$ cat src/rtl/intc_cmd_pkg.sv
package intc_cmd_pkg;
  localparam int unsigned DATA_W = 8;

  typedef enum logic [1:0] {
    SEQ_IDLE = 2'd0,
    SEQ_BASE = 2'd1,
    SEQ_CASC = 2'd2,
    SEQ_MODE = 2'd3
  } seq_st_e;

  typedef enum logic [2:0] {
    OP_ROT_AUTO_CLR = 3'd0,
    OP_EOI_ANY      = 3'd1,
    OP_NOP          = 3'd2,
    OP_EOI_ONE      = 3'd3,
    OP_ROT_AUTO_SET = 3'd4,
    OP_EOI_ANY_ROT  = 3'd5,
    OP_SET_OFFSET   = 3'd6,
    OP_EOI_ONE_ROT  = 3'd7
  } op_code_e;
endpackage

$ cat src/rtl/intc_init_seq.sv
module intc_init_seq
  import intc_cmd_pkg::*;
#(
  parameter int unsigned N_IRQ = 8,
  localparam int unsigned IDX_W = $clog2(N_IRQ)
) (
  input  logic              clk_i,
  input  logic              rst_ni,
  input  logic              init_i,
  input  logic              icw_wr_i,
  input  logic [DATA_W-1:0] wdata_i,
  output logic [N_IRQ-1:0]  mask_o,
  output logic [DATA_W-1:0] vec_base_o,
  output logic              aeoi_o,
  output logic              sfnm_o,
  output logic              level_unsup_o
);
  seq_st_e           state_q;
  logic              single_q, need4_q;
  logic [N_IRQ-1:0]  mask_q;
  logic [DATA_W-1:0] base_q;
  logic              aeoi_q, sfnm_q, unsup_q;

  always_ff @(posedge clk_i or negedge rst_ni) begin
    if (!rst_ni) begin
      state_q  <= SEQ_IDLE;
      single_q <= 1'b0;
      need4_q  <= 1'b0;
      mask_q   <= '0;
      base_q   <= '0;
      aeoi_q   <= 1'b0;
      sfnm_q   <= 1'b0;
      unsup_q  <= 1'b0;
    end else begin
      unsup_q <= 1'b0;
      if (init_i) begin
        state_q  <= SEQ_BASE;
        single_q <= wdata_i[1];
        need4_q  <= wdata_i[0];
        mask_q   <= '0;
        aeoi_q   <= 1'b0;
        sfnm_q   <= 1'b0;
        unsup_q  <= wdata_i[3];
      end else if (icw_wr_i) begin
        unique case (state_q)
          SEQ_IDLE: mask_q <= wdata_i[N_IRQ-1:0];
          SEQ_BASE: begin
            base_q <= {wdata_i[DATA_W-1:IDX_W], {IDX_W{1'b0}}};
            if (!single_q)    state_q <= SEQ_CASC;
            else if (need4_q) state_q <= SEQ_MODE;
            else              state_q <= SEQ_IDLE;
          end
          SEQ_CASC: state_q <= need4_q ? SEQ_MODE : SEQ_IDLE;
          SEQ_MODE: begin
            sfnm_q  <= wdata_i[4];
            aeoi_q  <= wdata_i[1];
            state_q <= SEQ_IDLE;
          end
          default: state_q <= SEQ_IDLE;
        endcase
      end
    end
  end

  assign mask_o        = mask_q;
  assign vec_base_o    = base_q;
  assign aeoi_o        = aeoi_q;
  assign sfnm_o        = sfnm_q;
  assign level_unsup_o = unsup_q;

  AST_INIT_CLEARS_MASK: assert property (@(posedge clk_i) disable iff (!rst_ni)
    init_i |=> (mask_q == '0 && state_q == SEQ_BASE && !aeoi_q && !sfnm_q));
  AST_UNSUP_FROM_INIT: assert property (@(posedge clk_i) disable iff (!rst_ni)
    unsup_q |-> $past(init_i));
  AST_SINGLE_NO_CASC: assert property (@(posedge clk_i) disable iff (!rst_ni)
    single_q |-> state_q != SEQ_CASC);
endmodule

$ cat src/rtl/intc_op_ctrl.sv
module intc_op_ctrl
  import intc_cmd_pkg::*;
#(
  parameter int unsigned N_IRQ = 8,
  localparam int unsigned IDX_W = $clog2(N_IRQ)
) (
  input  logic              clk_i,
  input  logic              rst_ni,
  input  logic              init_i,
  input  logic              op_wr_i,
  input  logic              rd0_i,
  input  logic [DATA_W-1:0] wdata_i,
  input  logic [N_IRQ-1:0]  isr_set_i,
  output logic [N_IRQ-1:0]  isr_o,
  output logic [IDX_W-1:0]  prio_off_o,
  output logic              rot_aeoi_o,
  output logic              poll_o,
  output logic              rd_isr_o,
  output logic              smm_o,
  output logic              reeval_o
);
  logic [N_IRQ-1:0] isr_q, isr_clr;
  logic [IDX_W-1:0] off_q, off_d, top_idx, arg_idx;
  logic             top_found, rot_q, poll_q, rdsel_q, smm_q, reeval_q, reeval_d, rot_d;
  logic             ocw2_wr, ocw3_wr;
  op_code_e         code;

  assign ocw2_wr = op_wr_i && !wdata_i[3];
  assign ocw3_wr = op_wr_i &&  wdata_i[3];
  assign code    = op_code_e'(wdata_i[7:5]);
  assign arg_idx = wdata_i[IDX_W-1:0];

  // highest-priority in-service bit: scan from lowest rank upward, last hit wins
  always_comb begin
    top_found = 1'b0;
    top_idx   = '0;
    for (int k = N_IRQ - 1; k >= 0; k--) begin
      if (isr_q[IDX_W'(off_q + IDX_W'(k))]) begin
        top_found = 1'b1;
        top_idx   = IDX_W'(off_q + IDX_W'(k));
      end
    end
  end

  always_comb begin
    isr_clr  = '0;
    off_d    = off_q;
    rot_d    = rot_q;
    reeval_d = 1'b0;
    if (ocw2_wr) begin
      unique case (code)
        OP_ROT_AUTO_CLR: rot_d = 1'b0;
        OP_ROT_AUTO_SET: rot_d = 1'b1;
        OP_EOI_ANY, OP_EOI_ANY_ROT: begin
          reeval_d = 1'b1;
          if (top_found) begin
            isr_clr[top_idx] = 1'b1;
            if (code == OP_EOI_ANY_ROT) off_d = top_idx + 1'b1;
          end
        end
        OP_EOI_ONE: begin
          reeval_d         = 1'b1;
          isr_clr[arg_idx] = 1'b1;
        end
        OP_SET_OFFSET: begin
          reeval_d = 1'b1;
          off_d    = arg_idx + 1'b1;
        end
        OP_EOI_ONE_ROT: begin
          reeval_d         = 1'b1;
          isr_clr[arg_idx] = 1'b1;
          off_d            = arg_idx + 1'b1;
        end
        default: ;
      endcase
    end
  end

  always_ff @(posedge clk_i or negedge rst_ni) begin
    if (!rst_ni) begin
      isr_q    <= '0;
      off_q    <= '0;
      rot_q    <= 1'b0;
      poll_q   <= 1'b0;
      rdsel_q  <= 1'b0;
      smm_q    <= 1'b0;
      reeval_q <= 1'b0;
    end else if (init_i) begin
      isr_q    <= '0;
      off_q    <= '0;
      rot_q    <= 1'b0;
      poll_q   <= 1'b0;
      rdsel_q  <= 1'b0;
      smm_q    <= 1'b0;
      reeval_q <= 1'b0;
    end else begin
      isr_q    <= (isr_q & ~isr_clr) | isr_set_i;
      off_q    <= off_d;
      rot_q    <= rot_d;
      reeval_q <= reeval_d;
      if (ocw3_wr) begin
        poll_q <= wdata_i[2];
        if (wdata_i[1]) rdsel_q <= wdata_i[0];
        if (wdata_i[6]) smm_q   <= wdata_i[5];
      end else if (rd0_i) begin
        poll_q <= 1'b0;
      end
    end
  end

  assign isr_o      = isr_q;
  assign prio_off_o = off_q;
  assign rot_aeoi_o = rot_q;
  assign poll_o     = poll_q;
  assign rd_isr_o   = rdsel_q;
  assign smm_o      = smm_q;
  assign reeval_o   = reeval_q;

  AST_SPEC_EOI_CLEARS: assert property (@(posedge clk_i) disable iff (!rst_ni)
    (ocw2_wr && wdata_i[7:5] == 3'd3 && isr_set_i == '0) |=> !isr_q[$past(arg_idx)]);
  AST_REEVAL_AFTER_CMD: assert property (@(posedge clk_i) disable iff (!rst_ni)
    reeval_q |-> $past(ocw2_wr));
  AST_POLL_ONE_READ: assert property (@(posedge clk_i) disable iff (!rst_ni)
    (rd0_i && poll_q && !op_wr_i && !init_i) |=> !poll_q);
  AST_ROT_CODE_SETS: assert property (@(posedge clk_i) disable iff (!rst_ni)
    (ocw2_wr && wdata_i[7:5] == 3'd4) |=> rot_q);
endmodule

$ cat src/rtl/intc_cmd_decoder.sv
module intc_cmd_decoder
  import intc_cmd_pkg::*;
#(
  parameter int unsigned N_IRQ = 8,
  localparam int unsigned IDX_W = $clog2(N_IRQ)
) (
  input  logic              clk_i,
  input  logic              rst_ni,
  input  logic              wr_i,
  input  logic              rd_i,
  input  logic              addr_i,
  input  logic [DATA_W-1:0] wdata_i,
  output logic [DATA_W-1:0] rdata_o,
  input  logic [N_IRQ-1:0]  irr_i,
  input  logic [DATA_W-1:0] poll_vec_i,
  input  logic [N_IRQ-1:0]  isr_set_i,
  output logic [N_IRQ-1:0]  mask_o,
  output logic [DATA_W-1:0] vec_base_o,
  output logic              aeoi_o,
  output logic              rot_aeoi_o,
  output logic              smm_o,
  output logic              sfnm_o,
  output logic              rd_isr_o,
  output logic              poll_o,
  output logic [N_IRQ-1:0]  isr_o,
  output logic [IDX_W-1:0]  prio_off_o,
  output logic              reeval_o,
  output logic              level_unsup_o
);
  logic init_w, op_wr_w, icw_wr_w, rd0_w;

  assign init_w   = wr_i && !addr_i &&  wdata_i[4];
  assign op_wr_w  = wr_i && !addr_i && !wdata_i[4];
  assign icw_wr_w = wr_i &&  addr_i;
  assign rd0_w    = rd_i && !addr_i;

  intc_init_seq #(.N_IRQ(N_IRQ)) u_init_seq (
    .clk_i         (clk_i),
    .rst_ni        (rst_ni),
    .init_i        (init_w),
    .icw_wr_i      (icw_wr_w),
    .wdata_i       (wdata_i),
    .mask_o        (mask_o),
    .vec_base_o    (vec_base_o),
    .aeoi_o        (aeoi_o),
    .sfnm_o        (sfnm_o),
    .level_unsup_o (level_unsup_o)
  );

  intc_op_ctrl #(.N_IRQ(N_IRQ)) u_op_ctrl (
    .clk_i      (clk_i),
    .rst_ni     (rst_ni),
    .init_i     (init_w),
    .op_wr_i    (op_wr_w),
    .rd0_i      (rd0_w),
    .wdata_i    (wdata_i),
    .isr_set_i  (isr_set_i),
    .isr_o      (isr_o),
    .prio_off_o (prio_off_o),
    .rot_aeoi_o (rot_aeoi_o),
    .poll_o     (poll_o),
    .rd_isr_o   (rd_isr_o),
    .smm_o      (smm_o),
    .reeval_o   (reeval_o)
  );

  always_comb begin
    if (addr_i)        rdata_o = DATA_W'(mask_o);
    else if (poll_o)   rdata_o = poll_vec_i;
    else if (rd_isr_o) rdata_o = DATA_W'(isr_o);
    else               rdata_o = DATA_W'(irr_i);
  end
endmodule

$ cat config.mk
export PLATFORM = sky130hd
export DESIGN_NAME = intc_cmd_decoder
export DESIGN_NICKNAME = d
export VERILOG_FILES = /design/src/rtl/intc_cmd_pkg.sv /design/src/rtl/intc_init_seq.sv /design/src/rtl/intc_op_ctrl.sv /design/src/rtl/intc_cmd_decoder.sv
export SDC_FILE = /design/constraint.sdc
export NUM_CORES = 1
export LEC_CHECK = 0
export BUFFER_PORTS_ARGS = -buffer_cell sky130_fd_sc_hd__buf_2
export CAP_MARGIN = 30
export CORE_ASPECT_RATIO = 0.75
export CORE_UTILIZATION = 25
export CTS_BUF_LIST = sky130_fd_sc_hd__clkbuf_4 sky130_fd_sc_hd__clkbuf_8 sky130_fd_sc_hd__clkbuf_16
export CTS_CLUSTER_SIZE = 20
export DETAILED_ROUTE_END_ITERATION = 6
export GPL_TIMING_DRIVEN = 0
export HOLD_SLACK_MARGIN = 0.08
export PLACE_DENSITY = 0.51
export SLEW_MARGIN = 20
export SYNTH_ARGS = -nofsm -noshare
export SYNTH_HDL_FRONTEND = slang
export SYNTH_HIERARCHICAL = 1
export SYNTH_SLANG_ARGS = --single-unit
$ cat constraint.sdc
create_clock -name clk_i -period 8.36 [get_ports clk_i]
set_input_delay 0.836 -clock clk_i [delete_from_list [all_inputs] [get_ports clk_i]]
set_output_delay 0.836 -clock clk_i [all_outputs]
set_load 0.005 [all_outputs]
==> metrics, run 1 <==
number of buffers added on ports=76; synth top area cells=dfrtp_1 30%, mux2i_1 8.8%, mux4_1 5.3%, mux4_2 5.3%, nor2_1 4.3%; Root Buffer=clkbuf_16; first-pass GRT wire length=14.9 mm; synthesized cell area=0.00296 mm²; Worst setup SP type=flip-flop; die footprint=0.0123 mm²; hold path endpoint=u_init_seq/vec_base_o[4]$_DFFE_PN0P_; n_diodes=0; actual slew at the worst max-slew pin=0.945 ns; fin. max-slew vios=0; cts bufs inserted=5; Async S/R FF share, synth=100%; top-area cell type share of the netlist area=30.5%; Die W=128 µm; Initial Utilization=26.3%; post-route DRC violation count=0; Reg-to-Reg End=u_op_ctrl/prio_off_o[2]$_DFFE_PN0P_; Avg Inst Size Synth=9.76 µm²; critical path fanouts, max=10; required time worst endpoint=approximately 8.5 ns; VDD IR max=~0.00011 V; most common cell in the netlist=dfrtp_1; register area share after synthesis=30.5%; Sink Count=36; Setup violations, final=0; Nets=428; Post-Route Setup TNS=0 ns; die height=96.2 µm; # IOs=80; largest area contributor in the netlist=dfrtp_1; synth cell count leaders=36 x dfrtp_1, 34 x nor2_1, 26 x mux2i_1; DP HPWL=roughly 7.2 mm; Hold Fails Final Rpt=0; starting DRC count in detailed routing=165; grt total ovfl=0; post-CTS sizing=0; skew final=0.00525 ns; post-CTS setup buffer count=0; Clock Tree Buf Depth=2; period utilization=56.3%; share of cells above drive strength 1=a little under a third; critical path capture point type=flip-flop; Vias=2836; Post-Synth XOR/XNOR Area=1.78%; mux share of post-synthesis cell area=24.7%; r2r worst-path depth=15; Hold Path Stages=1; status=complete, no violations; RSZ-0062 raised after global routing=no; PD cells=213 mW/mm²; Hold Path Class=reg2reg; Worst-path clk slew=0.05 ns; ANT nets after route=0; 1st-pass router iterations=6; Slew headroom=37.0%; Clock Latency Late Sink=0.28 ns; Mapped Cells=303; register bit total from synthesis=36; P&R area growth vs syn=25.4%; Ys Warns=6; FF-to-FF Start=u_op_ctrl/prio_off_o[0]$_DFFE_PN0P_; RePlAce Congestion=between 0.8 and 0.9; largest net degree at the start of global routing=37; largest family of logic cells by synthesized area=multiplexers; cts-stage hold buffer count=0; gr usage total=16.0%; critical path arrival=4.89 ns; fin util=33.0%; Register-to-Register Setup Slack=around 3.7 ns; min cycle time layout=4.71 ns; post-synthesis simple-gate area fraction=approximately 17%; distinct cell type count after synthesis=57; Max-Cap Viols=0; core area=~0.011 mm²; antenna violations before repair=0; Compound-Gate Fraction of Synth Area=19.0%; ys flop type=dfrtp_1; H-tree depth=2; Via density=between 5 and 6; Setup CP Type=reg2reg; row cnt=33; hold wc startpoint=u_init_seq/vec_base_o[4]$_DFFE_PN0P_; DRT Wirelength=9.57 mm; Post-synth EDFFs=0; TritonCTS clock tree=yes; Leakage=1.59 nW; FMAX=roughly 210 MHz; Adder-Cell Fraction of Synth Area=1.27%; vias in the first global route=around 2700; Routed wire per std cell=17.5 µm
worst max-delay path by stage:
stage,from,to
floorplan,u_op_ctrl/prio_off_o[0]$_DFFE_PN0P_,u_op_ctrl/prio_off_o[2]$_DFFE_PN0P_
global placement,u_op_ctrl/prio_off_o[0]$_DFFE_PN0P_,u_op_ctrl/prio_off_o[2]$_DFFE_PN0P_
detailed placement,u_op_ctrl/prio_off_o[0]$_DFFE_PN0P_,u_op_ctrl/prio_off_o[2]$_DFFE_PN0P_
CTS,u_op_ctrl/prio_off_o[0]$_DFFE_PN0P_,u_op_ctrl/prio_off_o[2]$_DFFE_PN0P_
global route,u_op_ctrl/prio_off_o[0]$_DFFE_PN0P_,u_op_ctrl/prio_off_o[2]$_DFFE_PN0P_
finish,u_op_ctrl/prio_off_o[0]$_DFFE_PN0P_,u_op_ctrl/prio_off_o[2]$_DFFE_PN0P_
through the flow:
| stage | setup slack, ns | cell area [µm²] | hold slack (ns) | power, mW | instances |
|---|---|---|---|---|---|
| final | 3.65 | 3710 | 0.503 | 0.789 | 546 |
| after detailed placement | 3.70 | 3540 | 0.490 | 0.577 | 538 |
| after global placement | 3.72 | 3540 | 0.496 | 0.574 | 538 |
| after floorplan | 4.60 | 2960 | 0.501 | 0.458 | 305 |
| after CTS | 3.69 | 3710 | 0.508 | 0.792 | 546 |
| after global routing | 3.40 | 3710 | 0.535 | 0.838 | 546 |
layer usage:
metal,track usage [%],vias to the layer above,wire length (µm)
met1,24.0,1377,4860
li1,-,1320,-
met2,23.8,133,3950
met5,0,-,0
met3,2.83,6,685
met4,3.43,0,67
worst max-delay path, cell delays in order, from the launching register on:
cell	delay [ns]
dfrtp_1	0.44
buf_6	0.19
clkbuf_1	0.38
inv_1	0.18
ha_1	0.35
clkbuf_1	0.40
mux4_2	0.46
mux2_2	0.35
nand2_1	0.08
o311a_1	0.15
o22ai_1	0.07
a21oi_1	0.73
a21oi_1	0.18
ha_1	0.27
xnor2_1	0.13
a211oi_1	0.24
flip-flops by register name (all words and copies together) (netlist names), 2 cells and up:
name / cells
u_init_seq/mask_o: 8
u_op_ctrl/isr_o: 8
u_init_seq/vec_base_o: 5
u_op_ctrl/prio_off_o: 3
u_init_seq/state_q: 2
power breakdown:
group,total [mW],switching (mW),internal [mW]
sequential,0.259,0.0455,0.214
clock,0.213,0.0692,0.143
combinational,0.317,0.165,0.152
cells in the final DEF (no fill, tap or decap), types with 2 or more instances in the layout:
master	n
nand3_1	5
o21ai_0	7
a221oi_1	2
nor3b_1	10
a311oi_1	5
clkbuf_1	6
a211oi_1	14
a21oi_1	15
mux4_1	6
and2_1	4
a22o_1	2
nand3b_1	3
mux4_2	7
clkbuf_16	5
nand2_1	18
nor2_1	34
nand4_1	2
dfrtp_1	36
xor2_1	3
inv_1	16
xnor2_1	3
ha_1	3
buf_6	2
a22oi_1	3
mux2_4	5
nor2b_1	10
conb_1	3
o41a_1	5
nor3_1	3
a21boi_0	2
a31oi_1	4
buf_4	5
or3_1	2
mux2i_1	26
mux2_2	7
buf_2	81
kinds of logic (layout without fill, tap and decap cells):
group,after synthesis,in the layout
AND/OR/NAND/NOR,97,97
flip-flops,36,36
XOR/XNOR,6,6
AO/OA/AOI/OAI,74,74
multiplexers,51,51
adder cells (fa/ha/maj),3,3
other,1,3
buffers and inverters,35,119
area by class of cell:
type | instances | area [µm²]
buffer | 19 | 111
clock inverter | 2 | 35.0
clock buffer | 6 | 133
tap | 157 | 196
multi-input combinational | 234 | 1890
sequential | 36 | 901
inverter | 16 | 60.1
timing repair buffer | 76 | 380
fill | 1185 | 7520
(Power assumes the default switching activity.)
==> inputs of run 2 (changes only) <==
- ABC_AREA: unset -> 1
- clock period: 8.36 -> 4.9 ns (I/O delays scaled with it)
==> metrics, run 2 <==
final-layout fill cell count=roughly 1300; CP most frequent cell=nand2_1; post-route DRC violation count=0; share of cells above drive strength 1=33.0%; first-pass GRT wire length=14.6 mm; Leakage=2.08 nW; VDD IR max=0.000183 V; skew final=approximately 0.0085 ns; cts bufs inserted=5; critical path fanouts, max=9; Max stage delay cell, worst path=dfrtp_1; Via density=4.45; P&R area growth vs syn=24.8%; Sink Count=36; Slew headroom=44.4%; FMAX=345 MHz; Clock Tree Buf Depth=2; ys flop type=dfrtp_1; Hold WS=0.309 ns; DP HPWL=7.41 mm; Setup violations, final=0; Hold Path Class=in2async; critical path capture point type=flip-flop; row cnt=34; DP Area=0.00357 mm²; CP delay by family, top=simple AND/OR/NAND/NOR gates; Async S/R FF share, synth=100%; Setup CP Type=reg2reg; period utilization=between 50% and 60%; required time worst endpoint=5.06 ns; PD cells=589 mW/mm²; Root Buffer=clkbuf_16; Avg Inst Size Synth=6.78 µm²; Initial Utilization=25.7%; Sequential Power Share=around a fifth; Post-Route Setup TNS=0 ns; Worst-path clk slew=0.06 ns; actual slew at the worst max-slew pin=0.834 ns; largest net degree at the start of global routing=37; Nets=564; switch share=50.3%; register bit total from synthesis=36; 1st-pass router iterations=4; H-tree depth=2; crit-path max cell delay=0.40 ns; internal power=~1.1 mW; Die W=roughly 130 µm; core area=between 0.01 and 0.015 mm²; Clk network pwr share=15.1%; top-area cell type share of the netlist area=a little under a third; distinct cell type count after synthesis=37; Final Cell Area=approximately 0.0037 mm²; Ys Warns=6; Mapped Cells=440; cts-stage hold buffer count=0; Vias=3056; post-CTS sizing=0; fin. max-slew vios=0; register area share after synthesis=30.2%; TritonCTS clock tree=yes; n_diodes=0; Worst setup SP type=flip-flop; die footprint=0.0124 mm²; worst-path cell chain=buf_6, inv_4, ha_1, inv_1, nand3_1, nand3_2, nand2_2, a21oi_1, nand2_1, nand2_1, nand2_1, nand2_1, nand2_1, nand2_2, nand2_4, nand2_1, o21ai_0, ha_1, nand3_1, o21ai_0; min cycle time layout=2.90 ns; die height=~97 µm; synth top area cells=dfrtp_1 30%, nand2_1 19%, nand3_1 7.0%, inv_1 5.7%, nand3_2 5.4%; number of buffers added on ports=75; # IOs=80; most common cell after layout, fill and taps aside=nand2_1; grt total ovfl=0; CP bufs+invs=3; synth cell count leaders=150 x nand2_1, 45 x inv_1, 42 x nand3_1; Clock Latency Late Sink=0.28 ns; RePlAce Congestion=~0.85; largest area contributor in the netlist=dfrtp_1; starting DRC count in detailed routing=190; gr usage total=15.3%; antenna violations before repair=0; synthesized cell area=between 0.002 and 0.003 mm²; DRT Wirelength=9.08 mm; status=complete, no violations; post-CTS setup buffer count=0; NetSw=around 1.1 mW; Post-synth EDFFs=0; ANT nets after route=0; RSZ-0062 raised after global routing=no; most common cell in the netlist=nand2_1; critical path arrival=3.06 ns; combinational power share=64.4%; Hold Fails Final Rpt=0; Routed wire per std cell=about 13 µm; vias in the first global route=2821; Max-Cap Viols=0; most frequent cells in the layout=150 x nand2_1, 79 x buf_2, 45 x inv_1
-- run 2: changes by cell type in the layout (fill, tap and decap cells not counted), sizes merged, moves of 15 or more --
cell   before  now
inv        16   60
nand2      19  179
mux2i      26    0
nand3       5   58
a21oi      15   30
-- run 2: kinds of logic after synthesis --
family          share of synthesized area (%)
xor+xnor                                 1.97
fa+ha+maj                                1.26
simple gates                             43.0
compound gates                           11.5
other cells                             0.126
buf+inv                                  12.0
flops                                    30.2
-- run 2: through the flow --
step | utilization, % | power (mW) | setup WS (ns) | cells
after global routing | 32.0 | 2.42 | 1.74 | 687
final | 32.0 | 2.19 | 2.00 | 687
after global placement | 30.7 | 1.86 | 2.02 | 679
after detailed placement | 30.7 | 1.86 | 2.00 | 679
after floorplan | - | 1.51 | 2.41 | 442
after CTS | 32.0 | 2.20 | 1.99 | 687
-- run 2: area by class of cell --
class                   instances  area (µm²)  share of cell area [%]
clock buffers                   7         146                    3.93
multi-input cells             333        1730                    46.5
flip-flops and latches         36         901                    24.2
inverters                      60         250                    6.72
clock inverters                 1        7.51                   0.202
repair buffers                 75         375                    10.1
plain buffers                  13         106                    2.86
well taps                     162         203                    5.45
-- run 2: worst paths after layout --
| path | start | to | slack [ns] | cells past startpoint |
|---|---|---|---|---|
| max | u_op_ctrl/prio_off_o[1]$_DFFE_PN0P_ | u_op_ctrl/prio_off_o[1]$_DFFE_PN0P_ | 2.00 | 20 |
| min | rst_ni | u_init_seq/level_unsup_o$_DFF_PN0_ | 0.31 | 1 |
| max reg2reg | u_op_ctrl/prio_off_o[1]$_DFFE_PN0P_ | u_op_ctrl/prio_off_o[1]$_DFFE_PN0P_ | 2.00 | 20 |
| min reg2reg | u_op_ctrl/smm_o$_DFFE_PN0P_ | u_op_ctrl/smm_o$_DFFE_PN0P_ | 0.49 | 2 |
| max in group asynchronous | rst_ni | u_init_seq/mask_o[1]$_DFFE_PN0P_ | 4.06 | 1 |
| min in group clk_i | isr_set_i[7] | u_op_ctrl/isr_o[7]$_DFF_PN0_ | 0.46 | 3 |
-- run 2: layer usage --
layer  track usage, %  up-vias  wire length, µm
met2             23.2       58             3760
met5                0        -                0
met4             2.06        0               27
met1             23.1     1433             4960
met3             2.59        2              337
li1                 -     1563                -
-- run 2: power groups by stage --
stage	Clock (mW)	Sequential, mW	Combinational [mW]
floorplan	0	0.444	1.07
global placement	0	0.455	1.40
detailed placement	0	0.455	1.41
CTS	0.336	0.452	1.42
global route	0.354	0.461	1.61
finish	0.331	0.449	1.41
==> inputs of run 3 (changes only) <==
- PLACE_DENSITY: 0.51 -> 0.53
- clock period: 4.9 -> 2.6 ns (I/O delays scaled with it)
==> metrics, run 3 (synthesis gave the netlist of run 2 again) <==
status=complete, no violations; Max stage delay cell, worst path=dfrtp_1; required time worst endpoint=2.76 ns; Sequential Power Share=18.6%; combinational power share=66.3%; row cnt=34; grt total ovfl=0; fin. max-slew vios=0; critical path fanouts, max=9; NetSw=2.27 mW; Worst-path clk slew=0.06 ns; Die W=between 100 and 150 µm; PD cells=1170 mW/mm²; Hold WS=0.219 ns; H-tree depth=2; CP most frequent cell=nand2_1; die footprint=0.0124 mm²; FMAX=403 MHz; core area=0.0116 mm²; post-route DRC violation count=0; largest net degree at the start of global routing=37; Max-Cap Viols=0; switch share=49.7%; Post-Layout Cell Count=695; first-pass GRT wire length=approximately 14 mm; skew final=0.00592 ns; number of buffers added on ports=75; Setup CP Type=reg2reg; ANT nets after route=0; starting DRC count in detailed routing=137; Clock Latency Late Sink=0.28 ns; TritonCTS clock tree=yes; min cycle time layout=between 2 and 2.5 ns; cts bufs inserted=5; period utilization=95.4%; P&R area growth vs syn=31.3%; Leakage=2.16 nW; Via density=4.47; VDD IR max=roughly 0.00041 V; die height=between 90 and 100 µm; worst-path cell chain=buf_6, inv_8, ha_4, nand3_1, nand3_2, nand2_2, nand3_1, nand2_1, nand2_1, nand2_1, nand2_1, nand2_1, nand2_2, nand2_4, nand2_1, o21ai_1, ha_2, xor2_1, o22ai_1; Final Cell Area=roughly 0.004 mm²; internal power=2.30 mW; Hold Fails Final Rpt=0; critical path arrival=~2.6 ns; crit-path max cell delay=0.38 ns; Nets=between 500 and 600; Vias=3104; gr usage total=15.2%; setup ws final=0.120 ns; Sink Count=36; most common cell after layout, fill and taps aside=nand2_1; # IOs=80; most frequent cells in the layout=148 x nand2_1, 79 x buf_2, 44 x inv_1; critical path capture point type=flip-flop; antenna violations before repair=0; Routed wire per std cell=about 14 µm; DP HPWL=7.44 mm; RePlAce Congestion=0.838; PnR Total Power=4.57 mW; share of cells above drive strength 1=between 30% and 40%; CP bufs+invs=2; DP Worst Slack=-0.259 ns; CP delay by family, top=simple AND/OR/NAND/NOR gates; Root Buffer=clkbuf_16; Setup violations, final=0; DRT Wirelength=approximately 9.4 mm; Initial Utilization=between 20% and 30%; 1st-pass router iterations=6; Clk network pwr share=15.0%; number of cells after detailed placement=679; vias in the first global route=2771; Hold Path Class=in2reg; Worst setup SP type=flip-flop; DP Area=0.00357 mm²; n_diodes=0; Clock Tree Buf Depth=2
[run 3: changes by cell type in the layout (fill, tap and decap cells not counted), sizes merged]
| cell | before | now |
|---|---|---|
| buf | 88 | 95 |
| bufinv | 0 | 1 |
| clkbuf | 7 | 5 |
| clkinv | 0 | 1 |
| dlygate4sd3 | 0 | 1 |
[run 3: metal layers]
metal	global-route usage, %	wire [µm]
met2	23.1	3920
met1	22.4	4840
met5	0	0
met3	2.64	585
met4	2.94	44
[run 3: repair_timing]
item / in CTS / in global routing
gates resized for setup: 5 / 25
hold endpoints to repair: 0 / 9
hold buffers: 0 / 1
buffers inserted: 1 / 5
pin swaps: 0 / 3
endpoints found under the setup margin: 11 / 11
[run 3: path summary, 6_finish.rpt]
check,startpoint,endpoint,slack (ns),cells past startpoint
max,u_op_ctrl/prio_off_o[1]$_DFFE_PN0P_,u_op_ctrl/prio_off_o[2]$_DFFE_PN0P_,0.12,19
min,isr_set_i[2],u_op_ctrl/isr_o[2]$_DFF_PN0_,0.22,3
min reg2reg,u_op_ctrl/smm_o$_DFFE_PN0P_,u_op_ctrl/smm_o$_DFFE_PN0P_,0.49,2
min in group asynchronous,rst_ni,u_init_seq/level_unsup_o$_DFF_PN0_,0.40,2
max in group asynchronous,rst_ni,u_op_ctrl/prio_off_o[0]$_DFFE_PN0P_,1.75,3
max reg2reg,u_op_ctrl/prio_off_o[1]$_DFFE_PN0P_,u_op_ctrl/prio_off_o[2]$_DFFE_PN0P_,0.12,19
[run 3: final cells by class]
type	instances	area (µm²)
Multi-Input combinational cell	333	1820
Timing Repair Buffer	83	450
Inverter	60	268
Buffer	13	106
Sequential cell	36	902
Clock inverter	3	42.5
Clock buffer	5	125
Tap cell	162	203
Fill cell	1254	7700
[run 3: worst reg2reg max path, delay by kind of cell, from the launching register on]
| family | cells | cell delay, ns |
|---|---|---|
| compound gates | 2 | 0.18 |
| xor+xnor | 1 | 0.16 |
| fa+ha+maj | 2 | 0.45 |
| buf+inv | 2 | 0.23 |
| flops | 1 | 0.38 |
| simple gates | 12 | 0.97 |
[run 3: per-stage QoR]
| step | TNS (ns) | util, % |
|---|---|---|
| final | 0 | 33.7 |
| after global routing | -0.105 | 33.7 |
| after CTS | 0 | 32.4 |
| after detailed placement | -1.31 | 30.7 |
| after global placement | -1.42 | 30.7 |
| after floorplan | 0 | - |
[run 3: power by group through the flow]
stage               clock network (mW)  logic, mW  registers (mW)
floorplan                            0       2.02           0.836
global placement                     0       2.63           0.855
detailed placement                   0       2.65           0.859
CTS                              0.699       2.73           0.848
global route                     0.717       3.35           0.871
finish                           0.687       3.03           0.851
